<file path="config.mk">
export PLATFORM = sky130hd
export DESIGN_NAME = lcd_scan_timing
export DESIGN_NICKNAME = d
export VERILOG_FILES = /design/src/rtl/lcd_scan_pkg.sv /design/src/rtl/lcd_prescaler.sv /design/src/rtl/lcd_row_seq.sv /design/src/rtl/lcd_row_decode.sv /design/src/rtl/lcd_scan_timing.sv
export SDC_FILE = /design/constraint.sdc
export NUM_CORES = 1
export LEC_CHECK = 0
export ABC_AREA = 1
export CAP_MARGIN = 20
export CORE_MARGIN = 2
export CORE_UTILIZATION = 47
export DETAILED_ROUTE_END_ITERATION = 8
export PLACE_DENSITY = 0.81
export SETUP_SLACK_MARGIN = 0.5
export SYNTH_ARGS = -nofsm -noshare
export SYNTH_HDL_FRONTEND = slang
export SYNTH_SLANG_ARGS = --single-unit
</file>
<file path="constraint.sdc">
create_clock -name clk_i -period 2.91 [get_ports clk_i]
set_input_delay 0.873 -clock clk_i [delete_from_list [all_inputs] [get_ports clk_i]]
set_output_delay 0.873 -clock clk_i [all_outputs]
set_load 0.02 [all_outputs]
</file>
<file path="src/rtl/lcd_scan_pkg.sv">
package lcd_scan_pkg;
  typedef enum logic [1:0] {
    MUX_8  = 2'd0,
    MUX_16 = 2'd1,
    MUX_24 = 2'd2,
    MUX_32 = 2'd3
  } mux_e;

  localparam int unsigned NUM_OUT = 32;
  localparam int unsigned GRP_W   = 8;
  localparam int unsigned NUM_GRP = NUM_OUT / GRP_W;
  localparam int unsigned ROW_W   = $clog2(NUM_OUT);
  localparam int unsigned BANK_W  = ROW_W - $clog2(GRP_W);
  localparam int unsigned DIV_STD = 6;
  localparam int unsigned DIV_ALT = 8;
  localparam mux_e        MUX_RST = MUX_32;

  function automatic int unsigned rows_of(mux_e m);
    return (int'(m) + 1) * GRP_W;
  endfunction

  // 1:24 fills a frame with 24 ticks at /8; others use NUM_OUT ticks at /6
  function automatic int unsigned ticks_per_row(mux_e m);
    return (m == MUX_24) ? 1 : NUM_OUT / rows_of(m);
  endfunction

  function automatic int unsigned div_of(mux_e m);
    return (m == MUX_24) ? DIV_ALT : DIV_STD;
  endfunction
endpackage

</file>
<file path="src/rtl/lcd_prescaler.sv">
module lcd_prescaler #(
  parameter  int unsigned MAX_DIV = 8,
  localparam int unsigned DIV_W   = $clog2(MAX_DIV + 1)
) (
  input  logic             clk_i,
  input  logic             rst_ni,
  input  logic [DIV_W-1:0] div_i,
  output logic             tick_o,
  output logic             casc_clk_o
);
  logic [DIV_W-1:0] cnt_q;

  assign tick_o     = (cnt_q == div_i - 1'b1);
  assign casc_clk_o = (cnt_q < (div_i >> 1));

  always_ff @(posedge clk_i or negedge rst_ni) begin
    if (!rst_ni)     cnt_q <= '0;
    else if (tick_o) cnt_q <= '0;
    else             cnt_q <= cnt_q + 1'b1;
  end

  p_cnt_in_ratio_r1: assert property (@(posedge clk_i) disable iff (!rst_ni)
    cnt_q < div_i);
endmodule

</file>
<file path="src/rtl/lcd_row_seq.sv">
module lcd_row_seq
  import lcd_scan_pkg::*;
(
  input  logic             clk_i,
  input  logic             rst_ni,
  input  logic             tick_i,
  input  logic [1:0]       mux_sel_i,
  output mux_e             cur_mux_o,
  output logic [ROW_W-1:0] row_o,
  output logic             frame_sync_o
);
  localparam int unsigned SUB_W = $clog2(NUM_GRP);

  mux_e             cur_q;
  logic [ROW_W-1:0] row_q, row_lim;
  logic [SUB_W-1:0] sub_q, sub_lim;
  logic             sync_q, row_last, sub_last, frame_end;

  always_comb begin
    row_lim = ROW_W'(rows_of(cur_q) - 1);
    sub_lim = SUB_W'(ticks_per_row(cur_q) - 1);
  end

  assign row_last  = (row_q == row_lim);
  assign sub_last  = (sub_q == sub_lim);
  assign frame_end = tick_i && row_last && sub_last;

  always_ff @(posedge clk_i or negedge rst_ni) begin
    if (!rst_ni) begin
      cur_q  <= MUX_RST;
      row_q  <= '0;
      sub_q  <= '0;
      sync_q <= 1'b0;
    end else begin
      sync_q <= frame_end;
      if (frame_end) begin
        cur_q <= mux_e'(mux_sel_i);
        row_q <= '0;
        sub_q <= '0;
      end else if (tick_i) begin
        if (sub_last) begin
          sub_q <= '0;
          row_q <= row_q + 1'b1;
        end else begin
          sub_q <= sub_q + 1'b1;
        end
      end
    end
  end

  assign cur_mux_o    = cur_q;
  assign row_o        = row_q;
  assign frame_sync_o = sync_q;

  p_row_moves_on_tick_r2: assert property (@(posedge clk_i) disable iff (!rst_ni)
    !tick_i |=> $stable(row_q));
  p_row_in_range_r2: assert property (@(posedge clk_i) disable iff (!rst_ni)
    int'(row_q) < int'(rows_of(cur_q)));
  p_sync_single_r3: assert property (@(posedge clk_i) disable iff (!rst_ni)
    sync_q |=> !sync_q);
  p_sync_at_row0_r3: assert property (@(posedge clk_i) disable iff (!rst_ni)
    sync_q |-> (row_q == '0 && sub_q == '0));
  p_rate_held_r10: assert property (@(posedge clk_i) disable iff (!rst_ni)
    !frame_end |=> $stable(cur_q));
endmodule

</file>
<file path="src/rtl/lcd_row_decode.sv">
module lcd_row_decode
  import lcd_scan_pkg::*;
(
  input  logic               clk_i,
  input  logic               rst_ni,
  input  mux_e               cur_mux_i,
  input  logic               row_mode_i,
  input  logic [ROW_W-1:0]   row_i,
  output logic [NUM_OUT-1:0] row_sel_o,
  output logic [NUM_GRP-2:0] grp_is_row_o
);
  logic [NUM_GRP-1:0] is_row;

  assign is_row[0] = 1'b1;

  for (genvar g = 1; g < NUM_GRP; g++) begin : g_grp
    assign is_row[g] = row_mode_i || (g * GRP_W < rows_of(cur_mux_i));
  end

  assign grp_is_row_o = is_row[NUM_GRP-1:1];

  for (genvar i = 0; i < NUM_OUT; i++) begin : g_out
    logic hit;
    always_comb begin
      unique case (cur_mux_i)
        MUX_8:   hit = (row_i == ROW_W'(i % GRP_W));
        MUX_16:  hit = (row_i == ROW_W'(i % (2 * GRP_W)));
        default: hit = (row_i == ROW_W'(i));
      endcase
    end
    assign row_sel_o[i] = hit && is_row[i / GRP_W];
  end

  p_single_sel_r4: assert property (@(posedge clk_i) disable iff (!rst_ni)
    (cur_mux_i == MUX_24 || cur_mux_i == MUX_32) |-> $countones(row_sel_o) == 1);
  p_split_pair_r5: assert property (@(posedge clk_i) disable iff (!rst_ni)
    (cur_mux_i == MUX_16 && row_mode_i) |-> $countones(row_sel_o) == 2);
  p_quad_r5: assert property (@(posedge clk_i) disable iff (!rst_ni)
    (cur_mux_i == MUX_8 && row_mode_i) |-> $countones(row_sel_o) == 4);
  p_base_rows_r6: assert property (@(posedge clk_i) disable iff (!rst_ni)
    (int'(row_i) < GRP_W) |-> $countones(row_sel_o[GRP_W-1:0]) == 1);
  p_row_mode_all_r7: assert property (@(posedge clk_i) disable iff (!rst_ni)
    row_mode_i |-> &grp_is_row_o);
endmodule

</file>
<file path="src/rtl/lcd_scan_timing.sv">
module lcd_scan_timing
  import lcd_scan_pkg::*;
(
  input  logic               clk_i,
  input  logic               rst_ni,
  input  logic [1:0]         mux_sel_i,
  input  logic               row_mode_i,
  input  logic [BANK_W-1:0]  start_bank_i,
  output logic               casc_clk_o,
  output logic               frame_sync_o,
  output logic [NUM_OUT-1:0] row_sel_o,
  output logic [ROW_W-1:0]   row_idx_o,
  output logic [NUM_GRP-2:0] grp_is_row_o
);
  localparam int unsigned DIV_W = $clog2(DIV_ALT + 1);
  localparam int unsigned OFF_W = ROW_W - BANK_W;

  mux_e             cur_mux;
  logic             tick;
  logic [DIV_W-1:0] div_val;
  logic [ROW_W-1:0] scan_row;

  assign div_val = DIV_W'(div_of(cur_mux));

  lcd_prescaler #(.MAX_DIV(DIV_ALT)) u_presc (
    .clk_i      (clk_i),
    .rst_ni     (rst_ni),
    .div_i      (div_val),
    .tick_o     (tick),
    .casc_clk_o (casc_clk_o)
  );

  lcd_row_seq u_seq (
    .clk_i        (clk_i),
    .rst_ni       (rst_ni),
    .tick_i       (tick),
    .mux_sel_i    (mux_sel_i),
    .cur_mux_o    (cur_mux),
    .row_o        (scan_row),
    .frame_sync_o (frame_sync_o)
  );

  lcd_row_decode u_dec (
    .clk_i        (clk_i),
    .rst_ni       (rst_ni),
    .cur_mux_i    (cur_mux),
    .row_mode_i   (row_mode_i),
    .row_i        (scan_row),
    .row_sel_o    (row_sel_o),
    .grp_is_row_o (grp_is_row_o)
  );

  // bank offset wraps modulo the row space
  assign row_idx_o = scan_row + {start_bank_i, {OFF_W{1'b0}}};
endmodule

</file>
* Yosys cells after proc, flatten, opt, wreduce, memory -nomap -nowiden
Index checks and enable logic that the tools add are counted.
** Word-level totals
- Word-level logic and storage cells :: 122
- Flip-flop bits (word level) :: 14
- Output and inout bits :: 42
** Operators by class
- Div/mod/pow operators :: 1
- Eq/ne operators :: 36
- $lt $le $gt $ge :: 4
- Add/sub/neg operators :: 8
- Reduce and logical (&&, ||, !) cells :: 35
- Multiplexer cells :: 33
** Operator list (number)
- 5-bit == test, second input constant :: 16
- 5-bit by 4-bit == test with 1-bit output, second input constant :: 8
- 6-bit by 32-bit divider with 32-bit output, first input constant :: 1
- 1-bit logical AND :: 26
- 5-bit by 3-bit == test with 1-bit output, second input constant :: 4
- 1-bit 2-to-1 mux :: 16
- 1-bit case mux with 2 select lines :: 8
- 5-bit 2-to-1 mux :: 3
- 5-bit by 6-bit less-than comparator with 1-bit output, first input constant :: 2
- 5-bit by 2-bit == test with 1-bit output, second input constant :: 2
- 2-bit 2-to-1 mux :: 4
- 4-bit 2-to-1 mux :: 2
- 4-bit by 6-bit less-than comparator with 1-bit output, first input constant :: 1
- 5-bit by 1-bit adder with 5-bit output, second input constant :: 1
- 5-bit adder :: 1
- 5-bit by 1-bit == test with 1-bit output, second input constant :: 1
- 5-bit == test :: 1
- 5-bit zero test :: 1
- 5-bit by 1-bit subtractor with 5-bit output, second input constant :: 1
- 4-bit by 1-bit adder with 4-bit output, second input constant :: 1
- 4-bit == test :: 1
- 4-bit by 3-bit less-than comparator with 1-bit output :: 1
- 2-bit nonzero test :: 2
- 4-bit by 1-bit subtractor with 4-bit output, second input constant :: 1
- 10 further kinds :: 12

* Logic depth before layout (Yosys ltp)
Gate-level depths: netlist (run 1).
- Word-level depth :: 8
- Mapped depth :: 10
- Mapped depth without buffers :: 10

* Modules after synthesis
A second synthesis (run 1) with hierarchy kept.
** Second synthesis, totals
- Cell total of the unflattened synthesis :: 308
- Area, all modules :: 1767.9 um^2
** By module, submodules not included
- lcd_row_decode :: cells each 162, sequential area each 0.0 um^2, instances 1, area each 694.4 um^2
- lcd_row_seq :: cells each 83, sequential area each 252.7 um^2, instances 1, area each 664.4 um^2
- lcd_prescaler :: cells each 49, sequential area each 100.1 um^2, instances 1, area each 346.6 um^2
- lcd_scan_timing :: cells each 14, sequential area each 0.0 um^2, instances 1, area each 62.6 um^2

* Worst setup path after synthesis (run 1)
OpenSTA, ideal clock, no wires.
- Path kind :: register to output
- Start point :: register u_seq.cur_q[1] (netlist: u_seq.cur_mux_o[1])
- End point :: output row_sel_o[16]
- Arrival time :: 1851 ps
- Data required time :: 2037 ps
- Slack :: 186 ps
- Path buffers :: 1
- Cell stages (with the launch flop) :: 7
- Cells stage by stage :: dfstp_2 -> inv_1 -> ha_1 -> buf_2 -> o21ai_1 -> o21ai_2 -> nor2_1
** Between the ends
- Cells in the longest elaborated chain, start to end :: 4
** RTL lines
- start: declaration :: line lcd_row_seq.sv:14 : mux_e cur_q;
- start signal: assignment :: line lcd_row_seq.sv:37 : cur_q <= mux_e'(mux_sel_i);
- 2-bit by 1-bit adder with 3-bit output :: line lcd_scan_pkg.sv:19 : return (int'(m) + 1) * GRP_W;
- 5-bit by 6-bit less-than comparator with 1-bit output :: line lcd_row_decode.sv:17 : assign is_row[g] = row_mode_i || (g * GRP_W < rows_of(cur_mux_i));
- 1-bit logical OR :: line lcd_row_decode.sv:17
- net grp_is_row_o[1] :: line lcd_scan_timing.sv:13 : output logic [NUM_GRP-2:0] grp_is_row_o
- 1-bit logical AND :: line lcd_row_decode.sv:31 : assign row_sel_o[i] = hit && is_row[i / GRP_W];
- end: declaration :: line lcd_scan_timing.sv:11 : output logic [NUM_OUT-1:0] row_sel_o,
The timed path passes the listed nets, and every way through them passes these cells.

* Final worst setup path (run 1)
- Start point :: register u_seq.cur_q[0] (netlist: u_seq.cur_mux_o[0])
- End point :: output row_sel_o[20]
** Between the ends
- Cells in the longest elaborated chain, start to end :: 4
** RTL lines (line)
- 2-bit by 1-bit adder with 3-bit output, or another cell as far along :: lcd_scan_pkg.sv:19
- 5-bit by 6-bit less-than comparator with 1-bit output or 2-bit OR reduction (tied branches)
- 1-bit logical OR or 1-bit 2-to-1 mux (tied branches)
- 1-bit logical AND * :: lcd_row_decode.sv:31
Mark *: on every way between the ends. The rest lies on a longest branch, timed or not.

==> results.json, run 1 <==
{
  "synth_edf_count": 0,
  "clk_pin_slew_ps": 80,
  "rsz0062_at_grt": "true",
  "core.rowCount": 21,
  "hp-class": "flop to flop",
  "area_delta_synth_final_pct": 77.3,
  "p_leak_uw": 0.00132,
  "portBuffers": 48,
  "syn_inst": 250,
  "r2r_slack_ps": 850,
  "synthArstFlopShare": 1.00,
  "h-tree-depth": 1,
  "place_inst": 348,
  "avgRoutedWirePerCell_um": 15.7,
  "antenna_cells": 0,
  "yosys_warnings": 0,
  "post-route-period-util": 0.969,
  "ys.flop_type": "dfrtp_1",
  "antenna_found_initial": 0,
  "nNetsFinal": 350,
  "fmax_ghz": 0.354,
  "tightest_slew_ps": 620,
  "post_drt_via_cell_ratio": 5.48,
  "dp_hpwl_um": 3310,
  "clock-sinks": 14,
  "fin_crit_ps": 2820,
  "drt.antenna.violating_nets": 0,
  "yosysSeqAreaShare": 0.220,
  "grt_pass1_wl_um": 8030,
  "yosysUniqueCellTypes": 26,
  "drtIter0Drc": 155,
  "drcViolationCount": 0,
  "root_buffer": "clkbuf_4",
  "die-area_mm2": 0.00389,
  "gp_congestion": 0.909,
  "drv_slew": 0,
  "critPathCaptureType": "output pin",
  "peakVddDrop_mv": 0.288,
  "seq_area_um2": 357,
  "synth_top_cell_by_area": "dfrtp_1",
  "grt_use_total": 0.249,
  "cp_cell_sequence": "buf_6, ha_4, nor2_4, buf_4, nor2_2, o21ai_4, buf_12, nor2_4, buf_6",
  "drv_cap": 0,
  "hold_buffers": 0,
  "insertion_delay_ps": 280,
  "cp_num_buf_inv": 4,
  "yosysMostFrequentCell": "nand2_1",
  "stdcell_count": 372,
  "firstDrtPassIters": 7,
  "synth_seq_cells": 14,
  "die_w_um": 62.4,
  "start_util": 0.484,
  "cpPeakStageDelay_ps": 570,
  "required_ps": 2040,
  "setup_viol": 0,
  "syn_area_per_cell_um2": 6.41,
  "final_core_util": 0.858,
  "fill_cells": 168,
  "multi_input_area_mm2": 0.00143,
  "critPathTopFamily": "flip-flops",
  "worstSetupPathType": "flop to output pin",
  "netlist_area_mm2": 0.00160,
  "drive_gt1_frac": 0.567,
  "wl_um": 5820,
  "clock_path_buffers": 2,
  "num_vias": 2038,
  "p_per_area_mw_per_mm2": 126,
  "synth.top_cells.by_area": "dfrtp_1 19%, nand2_1 17%, ha_1 13%",
  "clock-skew-final_ps": 5.58,
  "die_height_um": 62.4,
  "critPathLaunchType": "flop",
  "cts_buffers": 3,
  "slew_headroom": 0.585,
  "synthTopCellsByCount": "74 x nand2_1, 27 x nor2_1, 23 x inv_1",
  "core_area_mm2": 0.00331,
  "status": "completed",
  "synth_top_area_frac": 0.188,
  "first_global_vias": 1771,
  "grt-ovfl-total": 0,
  "synthesis.nets": 273,
  "cts_tree": "yes",
  "crit_fanout": 8,
  "grt_max_degree": 21,
  "hold_violations": 0,
  "critPathArrivalTime_ps": 1950,
  "io_pins": 49,
  "cp_slowest_cell": "dfstp_2"
}
## metal layers
layer,share of wire,vias up,wire (um),global-route usage
li1,-,946,-,-
met1,0.37,926,2180,0.303
met2,0.51,130,2990,0.471
met3,0.074,36,431,0.0450
met4,0.039,0,230,0.0278
met5,0,-,0,0
## repair_timing
action                     CTS  global route
pin swaps                   18            25
hold endpoints to repair     0             0
gates cloned                 0             0
setup endpoints to repair   38            38
gates resized for setup    239            57
setup buffers               10            10
## final timing paths
| path | start | endpoint | depth (start not counted) |
|---|---|---|---|
| max | u_seq.cur_mux_o[0] | row_sel_o[20] | 9 |
| min | u_presc.cnt_q[0] | u_presc.cnt_q[0] | 1 |
| max reg2reg | u_seq.cur_mux_o[1] | u_seq.row_o[2] | 10 |
| min reg2reg | u_presc.cnt_q[0] | u_presc.cnt_q[0] | 1 |
| max in group asynchronous | rst_ni | u_seq.row_o[0] | 1 |
| min in group asynchronous | rst_ni | u_seq.frame_sync_o | 1 |
## stage by stage
| step | TNS, ps | power, uW | hold slack (ps) | worst slack, ps | instance area, um2 |
|---|---|---|---|---|---|
| 2_1_floorplan | 0 | 208 | 443 | 405 | 1760 |
| 3_3_place_gp | -9350 | 224 | 480 | -392 | 2340 |
| 3_5_place_dp | -9990 | 225 | 484 | -446 | 2340 |
| 4_1_cts | 0 | 361 | 497 | 167 | 2590 |
| 5_1_grt | 0 | 372 | 535 | 11.5 | 2840 |
| 6_report | 0 | 358 | 499 | 88.8 | 2840 |
## cell type report
type,count,area share
inverters,33,0.0559
clock buffers,4,0.0128
flip-flops and latches,14,0.126
repair buffers,88,0.283
well taps,46,0.0203
multi-input cells,187,0.503
## cells in the final DEF (no fill, tap or decap), types with 2 or more instances in the layout
| cell | netlist | routed |
|---|---|---|
| buf_2 | 3 | 3 |
| nor2_4 | 3 | 13 |
| clkbuf_4 | 0 | 3 |
| ha_1 | 16 | 4 |
| buf_12 | 0 | 3 |
| buf_6 | 0 | 24 |
| nand2_4 | 0 | 2 |
| ha_4 | 0 | 11 |
| nor2_1 | 27 | 13 |
| inv_4 | 0 | 5 |
| a21oi_2 | 0 | 7 |
| nand2_2 | 3 | 10 |
| inv_6 | 0 | 2 |
| nor3_4 | 0 | 5 |
| nand2_1 | 74 | 65 |
| inv_1 | 23 | 10 |
| a31oi_2 | 0 | 3 |
| clkbuf_2 | 0 | 2 |
| xnor2_1 | 3 | 2 |
| inv_2 | 10 | 15 |
| buf_4 | 12 | 46 |
| dfstp_2 | 2 | 2 |
| nor2_2 | 9 | 13 |
| o21ai_0 | 3 | 2 |
| clkdlybuf4s50_1 | 0 | 7 |
| a21oi_1 | 13 | 6 |
| o21ai_4 | 0 | 2 |
| nand4_1 | 10 | 10 |
| nand3_1 | 8 | 7 |
| dfrtp_1 | 12 | 9 |
| dfrtp_2 | 0 | 3 |
## registers in the layout, indices dropped and copies added (netlist names)
signal,flops
u_seq.sub_q,2
u_seq.cur_mux_o,2
u_seq.frame_sync_o,1
u_presc.cnt_q,4
u_seq.row_o,5
## report_power, final
| group | internal [uW] | leakage (uW) | switching [uW] |
|---|---|---|---|
| clock | 76.2 | 0.0000210 | 60.4 |
| sequential | 194 | 0.000176 | 0 |
| combinational | 13.3 | 0.00112 | 13.9 |
## logic make-up (layout without fill, tap and decap cells)
family,count (synthesis),in the layout,share of synthesized area
buffers and inverters,49,125,0.145
AND/OR/NAND/NOR,142,142,0.398
XOR/XNOR,5,5,0.0273
adder cells (fa/ha/maj),16,16,0.125
flip-flops,14,14,0.220
AO/OA/AOI/OAI,24,24,0.0836
(Power assumes the default switching activity.)
==> inputs of run 2 (changes only) <==
--- a/config.mk
+++ b/config.mk
@@ -11,7 +11,9 @@
 export CORE_UTILIZATION = 47
 export DETAILED_ROUTE_END_ITERATION = 8
 export PLACE_DENSITY = 0.81
+export RECOVER_POWER = 100
 export SETUP_SLACK_MARGIN = 0.5
+export SLEW_MARGIN = 20
 export SYNTH_ARGS = -nofsm -noshare
 export SYNTH_HDL_FRONTEND = slang
 export SYNTH_SLANG_ARGS = --single-unit
==> run 2 against run 1 <==
Effect of this change: non-clock buffer count did not move; via count shrank 0.39%; worst setup slack worse by 36 ps; utilization down 3.3 points; highest routed layer unchanged.
==> results.json, run 2 (synthesis gave the netlist of run 1 again) <==
{
  "status": "completed",
  "place_inst": 348,
  "p_leak_uw": 0.00128,
  "rsz0062_at_grt": "true",
  "tightest_slew_ps": 622,
  "hp-class": "flop to flop",
  "p_per_area_mw_per_mm2": 131,
  "wl_um": 5890,
  "antenna_found_initial": 0,
  "first_global_vias": 1771,
  "final.setup.tns_ps": 0,
  "fmax_ghz": 0.350,
  "worstSetupPathType": "flop to output pin",
  "hold_violations": 0,
  "die_w_um": 62.4,
  "final_cell_mix": "66 x nand2_1, 34 x buf_4, 23 x buf_6, 20 x nor2_1, 14 x inv_2",
  "root_buffer": "clkbuf_4",
  "firstDrtPassIters": 5,
  "critPathCaptureType": "output pin",
  "drv_cap": 0,
  "required_ps": 2040,
  "gp_congestion": 0.909,
  "final_common_cell": "nand2_1",
  "drive_gt1_frac": 0.491,
  "drtIter0Drc": 181,
  "drv_slew": 0,
  "die-area_mm2": 0.00389,
  "dp_hpwl_um": 3310,
  "post-route-period-util": 0.982,
  "drt.antenna.violating_nets": 0,
  "cts_tree": "yes",
  "core_area_mm2": 0.00331,
  "core.rowCount": 21,
  "clk_pin_slew_ps": 80,
  "peakVddDrop_mv": 0.290,
  "critPathLaunchType": "flop",
  "clock_path_buffers": 2,
  "largest_register_ffs": 5,
  "insertion_delay_ps": 280,
  "grt_pass1_wl_um": 8030,
  "clock-sinks": 14,
  "cts_buffers": 3,
  "start_util": 0.484,
  "setup_viol": 0,
  "clock-skew-final_ps": 7.77,
  "post_drt_via_cell_ratio": 5.46,
  "slew_headroom": 0.584,
  "nNetsFinal": 350,
  "fill_cells": 202,
  "fin_crit_ps": 2860,
  "avgRoutedWirePerCell_um": 15.8,
  "die_height_um": 62.4,
  "drcViolationCount": 0,
  "grt_use_total": 0.249,
  "stdcell_count": 372,
  "portBuffers": 48,
  "antenna_cells": 0,
  "grt-ovfl-total": 0,
  "h-tree-depth": 1,
  "grt_max_degree": 21,
  "area_delta_synth_final_pct": 70.5,
  "io_pins": 49,
  "critPathArrivalTime_ps": 1980,
  "crit_fanout": 5,
  "num_vias": 2030
}
## run 2: power breakdown
part | switching [uW] | total, uW | internal, uW
Combinational | 13.5 | 25.5 | 12.1
Sequential | 0 | 194 | 194
Clock | 60.8 | 137 | 76.1
## run 2: stage by stage
step           instance area, um2  setup WS, ps  hold WS, ps  utilization  power, uW
3_5_place_dp                 2340          -446          484        0.707        225
5_1_grt                      2730         -42.6          535        0.825        370
4_1_cts                      2590           167          497        0.783        361
6_report                     2730          52.5          495        0.825        357
3_3_place_gp                 2340          -392          480        0.707        224
2_1_floorplan                1760           405          443            -        208
## run 2: final timing paths
check | startpoint | endpoint | slack [ps] | depth (start not counted)
worst max-delay path | u_seq.cur_mux_o[1] | row_sel_o[24] | 50 | 8
worst min-delay path | u_presc.cnt_q[0] | u_presc.cnt_q[0] | 500 | 1
worst max register to register | u_seq.cur_mux_o[0] | u_seq.row_o[2] | 610 | 10
worst min register to register | u_presc.cnt_q[0] | u_presc.cnt_q[0] | 500 | 1
max in group asynchronous | rst_ni | u_seq.row_o[0] | 1420 | 1
min in group asynchronous | rst_ni | u_seq.row_o[3] | 1040 | 1
## run 2: layout make-up
type,count,area [um2],area share
multi-input combinational,187,1370,0.501
timing repair buffer,88,754,0.276
sequential,14,355,0.130
inverter,33,159,0.0582
tap,46,57.6,0.0211
clock buffer,4,36.3,0.0133
## run 2: repair_timing
item	CTS	global route
setup endpoints to repair	38	38
hold buffers	0	0
setup buffers	10	10
gates resized for setup	239	57
endpoints found under the hold margin	0	0
pin swaps	18	25
## run 2: routing by layer
| metal | global-route usage | share of wire | vias to the layer above |
|---|---|---|---|
| met5 | 0 | 0 | - |
| met4 | 0.0278 | 0.039 | 0 |
| met3 | 0.0450 | 0.084 | 30 |
| met2 | 0.471 | 0.50 | 134 |
| met1 | 0.303 | 0.37 | 926 |
| li1 | - | - | 940 |
## run 2: worst max-delay path: stages, from the launching register on
cell and delay, ps:
dfstp_2 580, inv_4 60, ha_4 160, nor2_4 110, buf_4 140, buf_6 120, nand4_1 130, a31oi_2 160
clkbuf_1 250
